<file path="src/rtl/wdt_pkg.sv">
package wdt_pkg;

    localparam int unsigned ADDR_W = 16;
    localparam int unsigned DATA_W = 8;
    localparam logic [ADDR_W-1:0] SVC_ADDR = 16'hFFFF;

    // Action applied to the count in one cycle, already ranked by priority
    typedef enum logic [2:0] {
        ACT_COUNT   = 3'd0,
        ACT_ZERO    = 3'd1,
        ACT_SERVICE = 3'd2,
        ACT_STOP    = 3'd3,
        ACT_FIRE    = 3'd4
    } wdt_act_e;

endpackage

</file>
<file path="src/rtl/wdt_arbiter.sv">
module wdt_arbiter
    import wdt_pkg::*;
(
    input  logic              busy_i,
    input  logic              test_hv_i,
    input  logic              bus_wr_i,
    input  logic [ADDR_W-1:0] bus_addr_i,
    input  logic [DATA_W-1:0] bus_data_i,
    input  logic              stop_i,
    input  logic              at_limit_i,
    output wdt_act_e          act_o
);

    logic svc_hit;

    // The data value never changes the outcome; any value services the timer.
    always_comb begin
        svc_hit = bus_wr_i && (bus_addr_i == SVC_ADDR) && (|{bus_data_i, 1'b1});
    end

    always_comb begin
        if (busy_i) begin
            act_o = ACT_ZERO;
        end else if (test_hv_i) begin
            act_o = ACT_ZERO;
        end else if (svc_hit) begin
            act_o = ACT_SERVICE;
        end else if (stop_i) begin
            act_o = ACT_STOP;
        end else if (at_limit_i) begin
            act_o = ACT_FIRE;
        end else begin
            act_o = ACT_COUNT;
        end
    end

endmodule

</file>
<file path="src/rtl/wdt_counter.sv">
module wdt_counter
    import wdt_pkg::*;
#(
    parameter int unsigned PRE_W   = 12,
    parameter int unsigned CNT_W   = 6,
    parameter int unsigned SHORT_W = 13,
    parameter int unsigned KEEP_W  = 4
) (
    input  logic     clk_i,
    input  logic     por_n_i,
    input  wdt_act_e act_i,
    input  logic     rate_short_i,
    output logic     at_limit_o
);

    localparam int unsigned TOT_W = PRE_W + CNT_W;
    localparam logic [PRE_W-1:0] KEEP_MASK =
        {{(PRE_W-KEEP_W){1'b0}}, {KEEP_W{1'b1}}};

    typedef struct packed {
        logic [CNT_W-1:0] cnt;
        logic [PRE_W-1:0] pre;
    } cnt_state_t;

    cnt_state_t state_d;
    cnt_state_t state_q;
    logic [TOT_W-1:0] tot;
    logic             long_hit;
    logic             short_hit;

    always_comb begin
        tot       = state_q;
        long_hit  = &tot;
        short_hit = &tot[SHORT_W-1:0];
        at_limit_o = rate_short_i ? short_hit : long_hit;
    end

    always_comb begin
        state_d = state_q;
        unique case (act_i)
            ACT_COUNT: begin
                state_d.pre = state_q.pre + 1'b1;
                if (&state_q.pre) begin
                    state_d.cnt = state_q.cnt + 1'b1;
                end
            end
            ACT_SERVICE: begin
                state_d.cnt = '0;
                state_d.pre = state_q.pre & KEEP_MASK;
            end
            ACT_STOP: begin
                state_d.pre = '0;
            end
            ACT_ZERO, ACT_FIRE: begin
                state_d = '0;
            end
            default: begin
                state_d = '0;
            end
        endcase
    end

    always_ff @(posedge clk_i or negedge por_n_i) begin
        if (!por_n_i) begin
            state_q <= '0;
        end else begin
            state_q <= state_d;
        end
    end

endmodule

</file>
<file path="src/rtl/wdt_pulse.sv">
module wdt_pulse #(
    parameter int unsigned PULSE_LEN = 32
) (
    input  logic clk_i,
    input  logic por_n_i,
    input  logic start_i,
    output logic busy_o,
    output logic rst_n_o
);

    localparam int unsigned PW = $clog2(PULSE_LEN) + 1;
    localparam logic [PW-1:0] LOAD = PW'(PULSE_LEN - 1);

    typedef struct packed {
        logic          busy;
        logic [PW-1:0] left;
    } pulse_state_t;

    pulse_state_t state_d;
    pulse_state_t state_q;

    always_comb begin
        state_d = state_q;
        if (state_q.busy) begin
            if (state_q.left == '0) begin
                state_d.busy = 1'b0;
            end else begin
                state_d.left = state_q.left - 1'b1;
            end
        end else if (start_i) begin
            state_d.busy = 1'b1;
            state_d.left = LOAD;
        end
    end

    always_ff @(posedge clk_i or negedge por_n_i) begin
        if (!por_n_i) begin
            state_q <= '0;
        end else begin
            state_q <= state_d;
        end
    end

    assign busy_o  = state_q.busy;
    assign rst_n_o = ~state_q.busy;

endmodule

</file>
<file path="src/rtl/wdt_flag.sv">
module wdt_flag (
    input  logic clk_i,
    input  logic por_n_i,
    input  logic set_i,
    input  logic clr_i,
    output logic flag_o
);

    logic flag_d;
    logic flag_q;

    always_comb begin
        flag_d = flag_q;
        if (set_i) begin
            flag_d = 1'b1;
        end else if (clr_i) begin
            flag_d = 1'b0;
        end
    end

    always_ff @(posedge clk_i or negedge por_n_i) begin
        if (!por_n_i) begin
            flag_q <= 1'b0;
        end else begin
            flag_q <= flag_d;
        end
    end

    assign flag_o = flag_q;

endmodule

</file>
<file path="src/rtl/cop_watchdog.sv">
module cop_watchdog
    import wdt_pkg::*;
#(
    parameter int unsigned PRE_W     = 12,
    parameter int unsigned CNT_W     = 6,
    parameter int unsigned SHORT_W   = 13,
    parameter int unsigned KEEP_W    = 4,
    parameter int unsigned PULSE_LEN = 32
) (
    input  logic              clk_i,
    input  logic              por_n_i,
    input  logic [ADDR_W-1:0] bus_addr_i,
    input  logic              bus_wr_i,
    input  logic [DATA_W-1:0] bus_data_i,
    input  logic              rate_short_i,
    input  logic              stop_i,
    input  logic              test_hv_i,
    input  logic              flag_clr_i,
    output logic              rst_n_o,
    output logic              wdt_flag_o
);

    wdt_act_e act;
    logic     at_limit;
    logic     busy;
    logic     fire;

    assign fire = (act == ACT_FIRE);

    wdt_arbiter u_arb (
        .busy_i     (busy),
        .test_hv_i  (test_hv_i),
        .bus_wr_i   (bus_wr_i),
        .bus_addr_i (bus_addr_i),
        .bus_data_i (bus_data_i),
        .stop_i     (stop_i),
        .at_limit_i (at_limit),
        .act_o      (act)
    );

    wdt_counter #(
        .PRE_W   (PRE_W),
        .CNT_W   (CNT_W),
        .SHORT_W (SHORT_W),
        .KEEP_W  (KEEP_W)
    ) u_cnt (
        .clk_i        (clk_i),
        .por_n_i      (por_n_i),
        .act_i        (act),
        .rate_short_i (rate_short_i),
        .at_limit_o   (at_limit)
    );

    wdt_pulse #(
        .PULSE_LEN (PULSE_LEN)
    ) u_pulse (
        .clk_i   (clk_i),
        .por_n_i (por_n_i),
        .start_i (fire),
        .busy_o  (busy),
        .rst_n_o (rst_n_o)
    );

    wdt_flag u_flag (
        .clk_i   (clk_i),
        .por_n_i (por_n_i),
        .set_i   (fire),
        .clr_i   (flag_clr_i),
        .flag_o  (wdt_flag_o)
    );

endmodule

</file>
<file path="config.mk">
export PLATFORM = sky130hd
export DESIGN_NAME = cop_watchdog
export DESIGN_NICKNAME = d
export VERILOG_FILES = /design/src/rtl/wdt_pkg.sv /design/src/rtl/wdt_arbiter.sv /design/src/rtl/wdt_counter.sv /design/src/rtl/wdt_pulse.sv /design/src/rtl/wdt_flag.sv /design/src/rtl/cop_watchdog.sv
export SDC_FILE = /design/constraint.sdc
export NUM_CORES = 1
export LEC_CHECK = 0
export CAP_MARGIN = 20
export CORE_UTILIZATION = 40
export CTS_BUF_LIST = sky130_fd_sc_hd__clkbuf_8
export DETAILED_ROUTE_END_ITERATION = 12
export DONT_BUFFER_PORTS = 1
export GPL_ROUTABILITY_DRIVEN = 0
export GPL_TIMING_DRIVEN = 0
export PLACE_DENSITY_LB_ADDON = 0.3
export SETUP_SLACK_MARGIN = 0.05
export SYNTH_ARGS = -nofsm -noshare
export SYNTH_HDL_FRONTEND = slang
export SYNTH_HIERARCHICAL = 1
export SYNTH_SLANG_ARGS = --single-unit
</file>
<file path="constraint.sdc">
create_clock -name clk_i -period 2.29 [get_ports clk_i]
set_input_delay 0.5725 -clock clk_i [delete_from_list [all_inputs] [get_ports clk_i]]
set_output_delay 0.5725 -clock clk_i [all_outputs]
set_load 0.005 [all_outputs]
</file>
# Word level (Yosys, flattened, before mapping)
# Index checks and enable logic that the tools add are counted.
[word_totals]
inputBits = 31
ff_bits = 26
word_cells = 42
out_inout_bits = 2
[op_classes]
n_eq_ne = 6
muxes = 15
reduce_logical = 10
n_bitwise = 2
addsub = 3
[op_table]
columns = ["cell", "count"]
rows = [
  ["case mux 12 bit (2 select lines)", 1],
  ["AND reduction 18 bit", 1],
  ["== test 16 bit (second input constant)", 1],
  ["2-to-1 mux 3 bit", 5],
  ["2-to-1 mux 7 bit", 2],
  ["AND reduction 13 bit", 1],
  ["adder 12 x 1 -> 12 bit (second input constant)", 1],
  ["2-to-1 mux 6 bit", 2],
  ["case mux 6 bit (2 select lines)", 1],
  ["AND reduction 12 bit", 1],
  ["adder 6 x 1 -> 6 bit (second input constant)", 1],
  ["== test 3 x 2 -> 1 bit (second input constant)", 2],
  ["logical NOT 6 bit", 1],
  ["subtractor 6 x 1 -> 6 bit (second input constant)", 1],
  ["2-to-1 mux 1 bit", 4],
  ["AND reduction 2 bit", 2],
  ["nonzero test 2 bit", 2],
  ["== test 3 bit (second input constant)", 1],
  ["logical NOT 3 bit", 1],
  ["!= test 2 x 1 -> 1 bit (second input constant)", 1],
  ["!= test 2 bit (second input constant)", 1],
  ["NOT 1 bit", 2],
  ["logical AND 1 bit", 1],
]

# Logic depth before layout (Yosys ltp)
# Gate-level depths: netlist of the first run.
[logic_depth]
depth_word = 10
mapped_depth = 12
depth_no_buf = 11

# Hierarchy
# Netlist of the first run, hierarchy kept.
[by_module_without_submodules]
columns = ["mod", "seq_area_each_um2", "cells_per_inst", "area_each_um2", "instances"]
rows = [
  ["wdt_counter", 450.4, 113, 1049.8, 1],
  ["wdt_pulse", 175.2, 34, 377.9, 1],
  ["wdt_arbiter", 0.0, 14, 83.8, 1],
  ["wdt_flag", 25.0, 3, 36.3, 1],
  ["cop_watchdog", 0.0, 1, 12.5, 1],
]

# Worst setup path before layout of the first run
# Ideal clock, no wire load.
[synth_path]
path_type = "input -> register"
startpoint = "in bus_addr_i[5]"
endpoint = "reg u_cnt/state_q[16] in the netlist's numbering"
t_required_ps = 2208
setup_time_ps = 82
path_slack_ps = 92
n_path_buf = 0
t_arrival_ps = 2116
cell_stages = 6
cell_sequence = "nand4_1 nor3_1 a21oi_1 or2_2 or4_1 a31oi_1"
[synth_via]
elab_chain_cells = 8
elab_cells_between_ends = 11
classes_between = "eq/ne (3); mux (4); bitwise (1); reduce/logical (3)"
[synth_rtl]
columns = ["element", "line_no", "text"]
rows = [
  ["start: declaration", "cop_watchdog.sv:12", "input logic [ADDR_W-1:0] bus_addr_i,"],
  ["== test 16 bit (*)", "wdt_arbiter.sv:18", "svc_hit = bus_wr_i && (bus_addr_i == SVC_ADDR) && (|{bus_data_i, 1'b1});"],
  ["logical AND 1 bit (*)", "wdt_arbiter.sv:18", ""],
  ["2-to-1 mux 3 bit (*)", "wdt_arbiter.sv:26", "end else if (svc_hit) begin"],
  ["2-to-1 mux 3 bit (*)", "wdt_arbiter.sv:24", "end else if (test_hv_i) begin"],
  ["2-to-1 mux 3 bit (*)", "wdt_arbiter.sv:22", "if (busy_i) begin"],
  ["via act[0]", "cop_watchdog.sv:23", "wdt_act_e act;"],
  ["logical NOT 3 bit or == test 3 x 2 -> 1 bit (tied branches)", "wdt_counter.sv:40", "unique case (act_i)"],
  ["!= test 2 x 1 -> 1 bit (no source line) or NOT 1 bit (tied branches)", "-", ""],
  ["AND reduction 2 bit (no source line)", "-", ""],
  ["end signal: assignment", "wdt_counter.sv:67", "state_q <= state_d;"],
  ["end: declaration", "wdt_counter.sv:26", "cnt_state_t state_q;"],
]
# Mark *: on every way through the listed nets, which the timed path passes. The rest lies on a longest branch.
# A chain may end at the register's enable or synchronous reset.

# Worst setup path after layout of the first run
[layout_path]
startpoint = "reg u_cnt/state_q[12] in the netlist's numbering"
endpoint = "reg u_cnt/state_q[17] in the netlist's numbering"
[layout_via]
elab_chain_cells = 10
elab_cells_between_ends = 16
classes_between = "add/sub (1); eq/ne (2); mux (8); bitwise (1); reduce/logical (4)"
[layout_rtl]
columns = ["element", "line_no", "text"]
rows = [
  ["AND reduction 18 bit or AND reduction 13 bit (tied branches)", "wdt_counter.sv:33, wdt_counter.sv:34", ""],
  ["2-to-1 mux 1 bit (*)", "wdt_counter.sv:35", "at_limit_o = rate_short_i ? short_hit : long_hit;"],
  ["via at_limit", "cop_watchdog.sv:24", "logic at_limit;"],
  ["2-to-1 mux 3 bit (*)", "wdt_arbiter.sv:30", "end else if (at_limit_i) begin"],
  ["2-to-1 mux 3 bit (*)", "wdt_arbiter.sv:28", "end else if (stop_i) begin"],
  ["2-to-1 mux 3 bit (*)", "wdt_arbiter.sv:26", ""],
  ["2-to-1 mux 3 bit (*)", "wdt_arbiter.sv:24", ""],
  ["2-to-1 mux 3 bit (*)", "wdt_arbiter.sv:22", ""],
  ["via act[2]", "cop_watchdog.sv:23", ""],
  ["logical NOT 3 bit or == test 3 x 2 -> 1 bit (tied branches)", "wdt_counter.sv:40", ""],
  ["!= test 2 x 1 -> 1 bit (no source line) or NOT 1 bit (tied branches)", "-", ""],
  ["AND reduction 2 bit (no source line)", "-", ""],
]
# Mark *: on every way through the listed nets, which the timed path passes. The rest lies on a longest branch. The select of a mux whose other input is x is not followed.

==> impl_metrics.csv, run 1 <==
group,metric,value,unit
timing,maxSlewHeadroom,68.32,%
synth,netlist_area,1560,um2
critical_path,path_max_fanout,6,
power,power_density,478.6,nW/um2
cts,cts_inserted_buffers,3,
global_route,grt_max_degree,27,
cts,htree_num_levels,1,
timing,fin_ws,122.4,ps
global_route,grt_pass1_vias,1306,
route,finalWirelength,3.596,mm
synth,synth-edff-count,0,
route,wire_per_inst,15.70,um
synth,synth.avg_cell_area,9.456,um2
cells_and_area,nFillCells,344,
floorplan,ios,33,
floorplan,dieArea,4154,um2
cells_and_area,n_antenna_cell,0,
floorplan,num_rows,22,
timing,post-route-period-util,94.65,%
power,cellLeakagePower,0.7127,nW
cells_and_area,syn2layout_area_growth,18.44,%
critical_path,cp_common_cell,"a21oi_2",
global_route,grt_use_met3,2.817,%
cts,clock_path_buffers,2,
route,first_iter_violations,85,
timing,slew_violations,0,
global_route,use_met1,20.40,%
critical_path,reg2reg_slack,120,ps
synth,synthesis.nets,200,
global_route,grt_use_total,17.76,%
synth,ys_warn_count,6,
synth,synth.top_cells.by_count,"dfrtp_1, nand2_1, nor2_1, nand3_1, nor3_1",
synth,yosys.area.top_type,"dfrtp_1",
floorplan,start_util,42.30,%
synth,synth.area.top_cells,"dfrtp_1, nand3_1, nor3_1",
timing,skew,5.284,ps
timing,max_clock_freq,0.4613,GHz
timing,hold_ws,111.6,ps
global_route,grt_overflow,0,
cells_and_area,stdcell_count,229,
critical_path,rr_worst_depth,12,
placed_design,hpwl,2.494,mm
critical_path,cpPeakStageDelay,440,ps
power,report.power.total,884.5,uW
critical_path,r2r-start,"u_cnt/state_q[12]",
floorplan,die_y,64.46,um
job,max_cap_violations,0,
timing,hold_viol,0,
cts,clock-sinks,26,
cts,cts_tree,"done",
synth,yosys.area.top_type_share,41.70,%
critical_path,required,2450,ps
placed_design,port_buffers,0,
global_route,grt.busiest_layer,"met2",
timing,worstMarginPinSlew,470.9,ps
placed_design,dp.cells,213,
route,dr.pass1.iters,4,
cts,cts.clk_slew.worst_paths,90,ps
floorplan,die_w,64.46,um
route,viasPerCell,5.996,
cts,clockRootBuffer,"clkbuf_8",
timing,setup_tns,0,ps
power,peakVddDrop,282.2,uV
route,vias,1373,
synth,ys.flop_type,"dfrtp_1",
global_route,antenna_found_initial,0,
floorplan,core,3689,um2
synth,ys_seq_area_share,41.70,%
cells_and_area,fin_nets,218,
timing,finalSetupViolCount,0,
placed_design,place_ws,-141.5,ps
global_route,grt_pass1_wl,5.671,mm
critical_path,cp_cell_sequence,"ha_2 > nand3_2 > nor3_2 > a21oi_2 > nor2_4 > nand3b_1 > a21oi_2 > buf_4 > nor2_1 > nand4_1 > mux2i_1 > a311o_1",
critical_path,crit_arrival,2330,ps
critical_path,crit_family,"simple AND/OR/NAND/NOR gates",
timing,min_period,2168,ps
synth,async_flop_share,100.0,%
route,ant_nets,0,
synth,ys_types,48,
synth,synth-seq-cells,26,
cts,clk_latency,260,ps
critical_path,critPathKind,"register to register",
synth,yosysMostFrequentCell,"dfrtp_1",
route,drc,0,
critical_path,startpoint_type,"register",
worst_hold_path,hold_class,"input port to async pin",
critical_path,cp_num_buf_inv,1,
synth,syn-instance-count,165,
global_route,met2_usage,32.37,%
critical_path,critPathSlowestCell,"dfrtp_2",
critical_path,r2r-end,"u_cnt/state_q[17]",
critical_path,endpoint_kind,"register",
status,outcome,"completed",
cells_and_area,drive_above_1_share,24.31,%
==> state kept, by name, indices dropped and copies added (netlist names) <==
register,cells
u_cnt/state_q,18
u_pulse/state_q,6
u_flag/flag_o,1
u_pulse/busy_o,1
==> through the flow <==
| stage | utilization (%) | area, um2 |
|---|---|---|
| floorplan | - | 1560 |
| global placement | 43.93 | 1620 |
| detailed placement | 43.93 | 1620 |
| CTS | 46.88 | 1729 |
| global route | 50.10 | 1848 |
| finish | 50.10 | 1848 |
==> repair_timing <==
item | CTS | global route
setup endpoints to repair | 4 | 12
endpoints found under the hold margin | 26 | 0
buffers inserted | 3 | 9
pin swaps | 0 | 6
gates resized for setup | 7 | 12
hold buffers | 1 | 0
==> kinds of logic (layout without fill, tap and decap cells) <==
family	count (synthesis)	count (layout)	synth area share, %
compound gates	30	30	13.79
xor+xnor	9	9	5.052
buf+inv	11	27	3.288
mux	4	4	2.646
flops	26	26	41.70
simple gates	81	81	30.31
fa+ha+maj	4	4	3.208
==> layout make-up <==
cell class                      instances  area (um2)  share of cell area (%)
Multi-Input combinational cell        128       929.6                   50.30
Sequential cell                        26       653.1                   35.34
Timing Repair Buffer                   13       110.1                   5.958
Tap cell                               48       60.06                   3.250
Clock buffer                            3       41.29                   2.234
Inverter                                8       30.03                   1.625
Buffer                                  3       23.77                   1.286
==> cells in the final DEF (no fill, tap or decap), drive strengths merged, types with 5 or more instances in the layout <==
| cell | n |
|---|---|
| nand3 | 12 |
| nor4 | 5 |
| nand4 | 8 |
| nor3 | 11 |
| buf | 16 |
| nor2 | 12 |
| o21ai | 5 |
| xor2 | 5 |
| a21oi | 8 |
| nand2 | 14 |
| dfrtp | 26 |
| inv | 8 |
==> power breakdown <==
group	total (mW)	switching [mW]	internal, mW
logic	0.112	0.0610	0.0510
registers	0.517	0.0316	0.485
clock network	0.256	0.138	0.118
==> worst max path at each step <==
stage | start | to | cells past startpoint
2_1_floorplan | bus_addr_i[5] | u_cnt/state_q[16] | 6
3_3_place_gp | bus_addr_i[5] | u_cnt/state_q[16] | 6
3_5_place_dp | u_cnt/state_q[0] | u_cnt/state_q[17] | 12
4_1_cts | u_cnt/state_q[12] | u_cnt/state_q[17] | 12
5_1_grt | u_cnt/state_q[13] | u_pulse/state_q[0] | 11
6_report | u_cnt/state_q[12] | u_cnt/state_q[17] | 12
==> metal layers <==
metal  routed length [um]  share of wire (%)  vias to the layer above
met2                 1914                 53                       27
met3                  116                3.2                        8
met4                   80                2.2                        0
met5                    0                  0                        -
li1                     -                  -                      651
met1                 1484                 41                      687
Note: power is estimated with default switching activity, not from simulation.
==> run 2: changes to the inputs <==
--- a/config.mk
+++ b/config.mk
@@ -6,12 +6,12 @@
 export NUM_CORES = 1
 export LEC_CHECK = 0
 export CAP_MARGIN = 20
-export CORE_UTILIZATION = 40
+export CORE_UTILIZATION = 30
 export CTS_BUF_LIST = sky130_fd_sc_hd__clkbuf_8
 export DETAILED_ROUTE_END_ITERATION = 12
 export DONT_BUFFER_PORTS = 1
 export GPL_ROUTABILITY_DRIVEN = 0
-export GPL_TIMING_DRIVEN = 0
+export GPL_TIMING_DRIVEN = 1
 export PLACE_DENSITY_LB_ADDON = 0.3
 export SETUP_SLACK_MARGIN = 0.05
 export SYNTH_ARGS = -nofsm -noshare
==> run 2 against run 1 <==
Net effect: global-route usage decreased by 4.0 points; critical path type unchanged; sequential share of layout area down 0.30 points; register-to-register slack better by 80 ps; design area up 0.47%; maximum frequency grew 4.0%; largest cell class unchanged; highest routed layer unchanged; clock power increased by 52%; critical path depth down 1.
==> impl_metrics.csv, run 2 (same netlist as run 1, synthesis figures left out) <==
group,metric,value,unit
cts,clock-sinks,26,
timing,setup_tns,0,ps
critical_path,reg2reg_slack,210,ps
floorplan,ios,33,
cells_and_area,syn2layout_area_growth,19.01,%
route,wire_per_inst,13.43,um
route,viasPerCell,5.143,
placed_design,hpwl,2.460,mm
global_route,grt_max_degree,27,
cells_and_area,nFillCells,472,
cells_and_area,n_antenna_cell,0,
floorplan,start_util,32.18,%
timing,post-route-period-util,91.02,%
global_route,grt_pass1_wl,5.809,mm
cells_and_area,drive_above_1_share,20.11,%
critical_path,required,2500,ps
cells_and_area,largest_register,"u_cnt/state_q",
critical_path,startpoint_type,"register",
cells_and_area,fin_nets,220,
cts,cts_inserted_buffers,3,
timing,slew_violations,0,
status,outcome,"completed",
critical_path,r2r-start,"u_cnt/state_q[12]",
cts,clk_latency,270,ps
cells_and_area,fin_util,38.30,%
global_route,antenna_found_initial,0,
power,power_density,550.7,nW/um2
route,vias,1291,
power,internal_power,774.8,uW
power,report.power.total,1.022,mW
cells_and_area,largest_register_ffs,18,
timing,finalSetupViolCount,0,
critical_path,path_max_fanout,3,
power,power_frac_comb,11.4,%
route,drc,0,
floorplan,num_rows,25,
cts,clockRootBuffer,"clkbuf_8",
floorplan,die_y,74.12,um
floorplan,dieArea,5493,um2
timing,skew,8.164,ps
cts,cts.clk_slew.worst_paths,100,ps
power,power_switching,247.7,uW
cts,htree_num_levels,1,
cts,clock_path_buffers,2,
route,finalWirelength,3.372,mm
cts,cts_tree,"done",
cells_and_area,final_cell_mix,"dfrtp_1, buf_4, nand2_1",
route,ant_nets,0,
global_route,grt_pass1_vias,1271,
timing,rsz0062_at_grt,"false",
timing,min_period,2084,ps
placed_design,port_buffers,0,
critical_path,crit_arrival,2300,ps
route,first_iter_violations,63,
timing,worstMarginPinSlew,416.4,ps
global_route,grt_overflow,0,
critical_path,rr_worst_depth,11,
global_route,grt_use_total,13.77,%
power,pwr-share-seq,50.6,%
critical_path,endpoint_kind,"register",
timing,max_clock_freq,0.4798,GHz
floorplan,die_w,74.12,um
power,clkPwrFrac,38.0,%
cells_and_area,top_regs,"u_cnt/state_q x18, u_pulse/state_q x6",
power,cellLeakagePower,0.7378,nW
job,max_cap_violations,0,
route,dr.pass1.iters,5,
floorplan,core,4848,um2
power,p_sw_share,24.22,%
worst_hold_path,hold_class,"input port to async pin",
power,peakVddDrop,388.6,uV
critical_path,critPathKind,"register to register",
timing,hold_viol,0,
critical_path,r2r-end,"u_pulse/state_q[1]",
cells_and_area,final_common_cell,"dfrtp_1",
timing,maxSlewHeadroom,72.02,%
run 2: cell count changes in the layout (fill, tap and decap cells not counted), moves of 2 or more:
| cell | delta |
|---|---|
| a21oi_1 | +2 |
| a21oi_2 | -2 |
| buf_4 | +4 |
| dfrtp_1 | +2 |
| dfrtp_2 | -2 |
| nor3_1 | +2 |
| nor3_2 | -2 |
run 2: how the worst max path moves through the flow:
stage / from / endpoint / slack [ps] / cells past startpoint
floorplan: bus_addr_i[5] / u_cnt/state_q[16] / 90 / 6
global placement: bus_addr_i[5] / u_cnt/state_q[16] / 60 / 6
detailed placement: bus_addr_i[5] / u_cnt/state_q[16] / 10 / 6
CTS: u_cnt/state_q[1] / u_pulse/state_q[0] / 70 / 10
global route: u_cnt/state_q[12] / u_cnt/state_q[14] / 50 / 13
finish: u_cnt/state_q[12] / u_pulse/state_q[1] / 210 / 11
run 2: critical path: stages (launching register included):
cell and delay (ps):
dfrtp_1 370, ha_2 200, nand3_1 120, nor3_1 190, a21oi_1 70, nor2_1 100, nand3b_1 90, a21oi_2 120
nor3b_2 290, nor2_1 90, a31oi_2 220, o22a_1 170
run 2: power by group through the flow:
stage,combinational [mW],clock (mW),sequential [mW]
finish,0.117,0.389,0.517
global route,0.133,0.417,0.522
CTS,0.118,0.398,0.517
detailed placement,0.104,0,0.525
global placement,0.0967,0,0.525
floorplan,0.0782,0,0.518
run 2: final cells by class:
type / instances / area, um2 / area share, %
Sequential cell: 26 / 650.6 / 35.04
Inverter: 8 / 30.03 / 1.617
Timing Repair Buffer: 18 / 147.6 / 7.952
Multi-Input combinational cell: 128 / 873.3 / 47.04
Clock buffer: 3 / 41.29 / 2.224
Tap cell: 67 / 83.83 / 4.515
Clock inverter: 1 / 30.03 / 1.617
run 2: per-layer routing:
metal	GRT usage, %	part of all wire (%)	vias up
met5	0	0	-
met2	21.92	45	20
met4	5.128	1.8	0
met1	18.35	50	611
met3	2.981	2.8	4
li1	-	-	656
run 2: repair_timing:
item,in CTS,in global routing
resized for setup,0,4
setup endpoints to repair,0,15
hold buffers,1,0
setup buffers,0,4
hold endpoints to repair,26,0
run 2: metrics by stage:
| step | hold slack [ps] | setup slack [ps] | std cells | instance area, um2 |
|---|---|---|---|---|
| floorplan | 276.9 | 92.39 | 165 | 1560 |
| global placement | 277.3 | 64.33 | 242 | 1720 |
| detailed placement | 277.3 | 14.20 | 242 | 1720 |
| CTS | 97.68 | 74.47 | 247 | 1812 |
| global route | 93.72 | 51.26 | 251 | 1857 |
| finish | 104.6 | 205.6 | 251 | 1857 |
==> run 3: changes to the inputs <==
--- a/config.mk
+++ b/config.mk
@@ -13,7 +13,7 @@
 export GPL_ROUTABILITY_DRIVEN = 0
 export GPL_TIMING_DRIVEN = 1
 export PLACE_DENSITY_LB_ADDON = 0.3
-export SETUP_SLACK_MARGIN = 0.05
+export SETUP_SLACK_MARGIN = 0.2
 export SYNTH_ARGS = -nofsm -noshare
 export SYNTH_HDL_FRONTEND = slang
 export SYNTH_HIERARCHICAL = 1
==> run 3 against run 2 <==
Net effect: maximum frequency increased by 4.1%; clock skew decreased by 2.2 ps; first-iteration DRC count decreased by 29%; sequential power about the same; global-route usage decreased by 0.89 points; sequential cell count unchanged; count of clock-buffer cells in the layout increased by 1; worst setup slack improved by 83 ps; cell count increased by 1.2%; sequential share of layout area decreased by 1.0 points; clock power decreased by 22%; highest routed layer unchanged; largest cell class unchanged; critical path type unchanged.
==> impl_metrics.csv, run 3 (same netlist as run 1, synthesis figures left out) <==
group,metric,value,unit
timing,min_period,2001,ps
cells_and_area,final_cell_mix,"dfrtp_1, buf_4, nand2_1",
route,ant_nets,0,
global_route,grt_use_total,12.88,%
timing,setup_tns,0,ps
timing,post-route-period-util,87.40,%
timing,slew_violations,0,
cells_and_area,fin_util,39.46,%
cts,cts_inserted_buffers,3,
critical_path,critPathKind,"register to register",
placed_design,place_ws,117.0,ps
timing,rsz0062_at_grt,"true",
critical_path,startpoint_type,"register",
global_route,grt_use_met3,2.439,%
global_route,grt_pass1_wl,5.416,mm
route,wire_per_inst,13.07,um
timing,hold_ws,105.8,ps
floorplan,num_rows,25,
power,peakVddDrop,227.4,uV
power,pwr-share-seq,55.2,%
job,max_cap_violations,0,
power,power_density,489.1,nW/um2
route,drc,0,
global_route,grt_overflow,0,
route,viasPerCell,5.157,
floorplan,core,4848,um2
power,power_switching,242.7,uW
power,internal_power,693.0,uW
global_route,grt_pass1_vias,1232,
cts,clk_latency,270,ps
timing,finalSetupViolCount,0,
cells_and_area,drive_above_1_share,26.74,%
status,outcome,"completed",
cts,cts.clk_slew.worst_paths,100,ps
critical_path,crit_arrival,2170,ps
floorplan,start_util,32.18,%
power,power_frac_comb,12.2,%
cells_and_area,largest_register_ffs,18,
cells_and_area,fin_nets,223,
cells_and_area,largest_register,"u_cnt/state_q",
global_route,grt_max_degree,27,
route,dr.pass1.iters,4,
critical_path,required,2460,ps
power,clkPwrFrac,32.5,%
timing,worstMarginPinSlew,391.1,ps
cells_and_area,nFillCells,492,
route,finalWirelength,3.320,mm
cells_and_area,syn2layout_area_growth,22.61,%
critical_path,reg2reg_slack,290,ps
timing,hold_viol,0,
critical_path,endpoint_kind,"register",
cts,clockRootBuffer,"clkbuf_8",
global_route,use_met1,17.07,%
placed_design,port_buffers,0,
cts,clock_path_buffers,2,
global_route,antenna_found_initial,0,
placed_design,place_area,1742,um2
placed_design,hpwl,2.457,mm
critical_path,path_max_fanout,9,
global_route,grt.busiest_layer,"met2",
route,first_iter_violations,45,
worst_hold_path,hold_class,"input port to async pin",
cells_and_area,top_regs,"u_cnt/state_q x18, u_pulse/state_q x6",
cts,cts_tree,"done",
route,vias,1310,
floorplan,ios,33,
timing,fin_ws,288.6,ps
cts,htree_num_levels,1,
cells_and_area,final_common_cell,"dfrtp_1",
cells_and_area,n_antenna_cell,0,
global_route,met2_usage,21.31,%
timing,maxSlewHeadroom,73.69,%
floorplan,die_y,74.12,um
floorplan,dieArea,5493,um2
cells_and_area,final_area,1913,um2
floorplan,die_w,74.12,um
cts,clock-sinks,26,
power,p_sw_share,25.94,%
timing,skew,5.993,ps
timing,max_clock_freq,0.4997,GHz
power,cellLeakagePower,0.7530,nW
[run 3: cell types whose count changed in the layout (fill, tap and decap cells not counted), sizes merged]
| cell | before | now |
|---|---|---|
| bufinv | 1 | 0 |
| clkbuf | 3 | 4 |
| buf | 18 | 21 |
[run 3: stage by stage]
| step | power, mW | instances |
|---|---|---|
| 2_1_floorplan | 0.5975 | 165 |
| 3_3_place_gp | 0.6228 | 244 |
| 3_5_place_dp | 0.6276 | 244 |
| 4_1_cts | 0.9501 | 251 |
| 5_1_grt | 0.9880 | 254 |
| 6_report | 0.9357 | 254 |
[run 3: what timing repair did]
action / in CTS / in global routing
gates cloned: 0 / 0
hold buffers: 1 / 0
hold endpoints to repair: 26 / 0
setup buffers: 2 / 3
pin swaps: 1 / 7
resized for setup: 6 / 11
endpoints found under the setup margin: 13 / 14
[run 3: critical path, stage by stage (launching register included)]
cell and delay, ps:
dfrtp_1 490, nor4_2 400, a22o_1 320, nor2_1 150, buf_4 170, and3_1 170, mux2i_1 130, nand2_1 70
[run 3: layout make-up]
class,count,area (um2),share of cell area [%]
well taps,67,83.83,4.382
flip-flops and latches,26,650.6,34.01
inverters,8,30.03,1.570
multi-input cells,128,919.6,48.07
clock buffers,4,55.05,2.878
repair buffers,21,173.9,9.091
[run 3: metal layers]
layer / share of wire, % / vias to the layer above
met1: 50 / 629
met2: 48 / 14
met4: 0.57 / 0
met5: 0 / -
li1: - / 665
met3: 2.2 / 2
[run 3: final timing paths]
| check | start | endpoint | depth (start not counted) |
|---|---|---|---|
| worst max-delay path | u_pulse/busy_o | u_cnt/state_q[14] | 7 |
| max in group asynchronous | por_n_i | u_cnt/state_q[13] | 1 |
| worst max register to register | u_pulse/busy_o | u_cnt/state_q[14] | 7 |
| worst min register to register | u_flag/flag_o | u_flag/flag_o | 1 |
| worst min-delay path | por_n_i | u_cnt/state_q[15] | 1 |
| min in group clk_i | flag_clr_i | u_flag/flag_o | 2 |
[run 3: power by group through the flow]
stage                     logic [mW]  clock network (mW)  registers, mW
after floorplan               0.0792                   0          0.518
after global routing           0.133               0.332          0.523
after CTS                      0.116               0.317          0.517
after detailed placement       0.102                   0          0.526
final                          0.114               0.304          0.517
after global placement        0.0975                   0          0.525
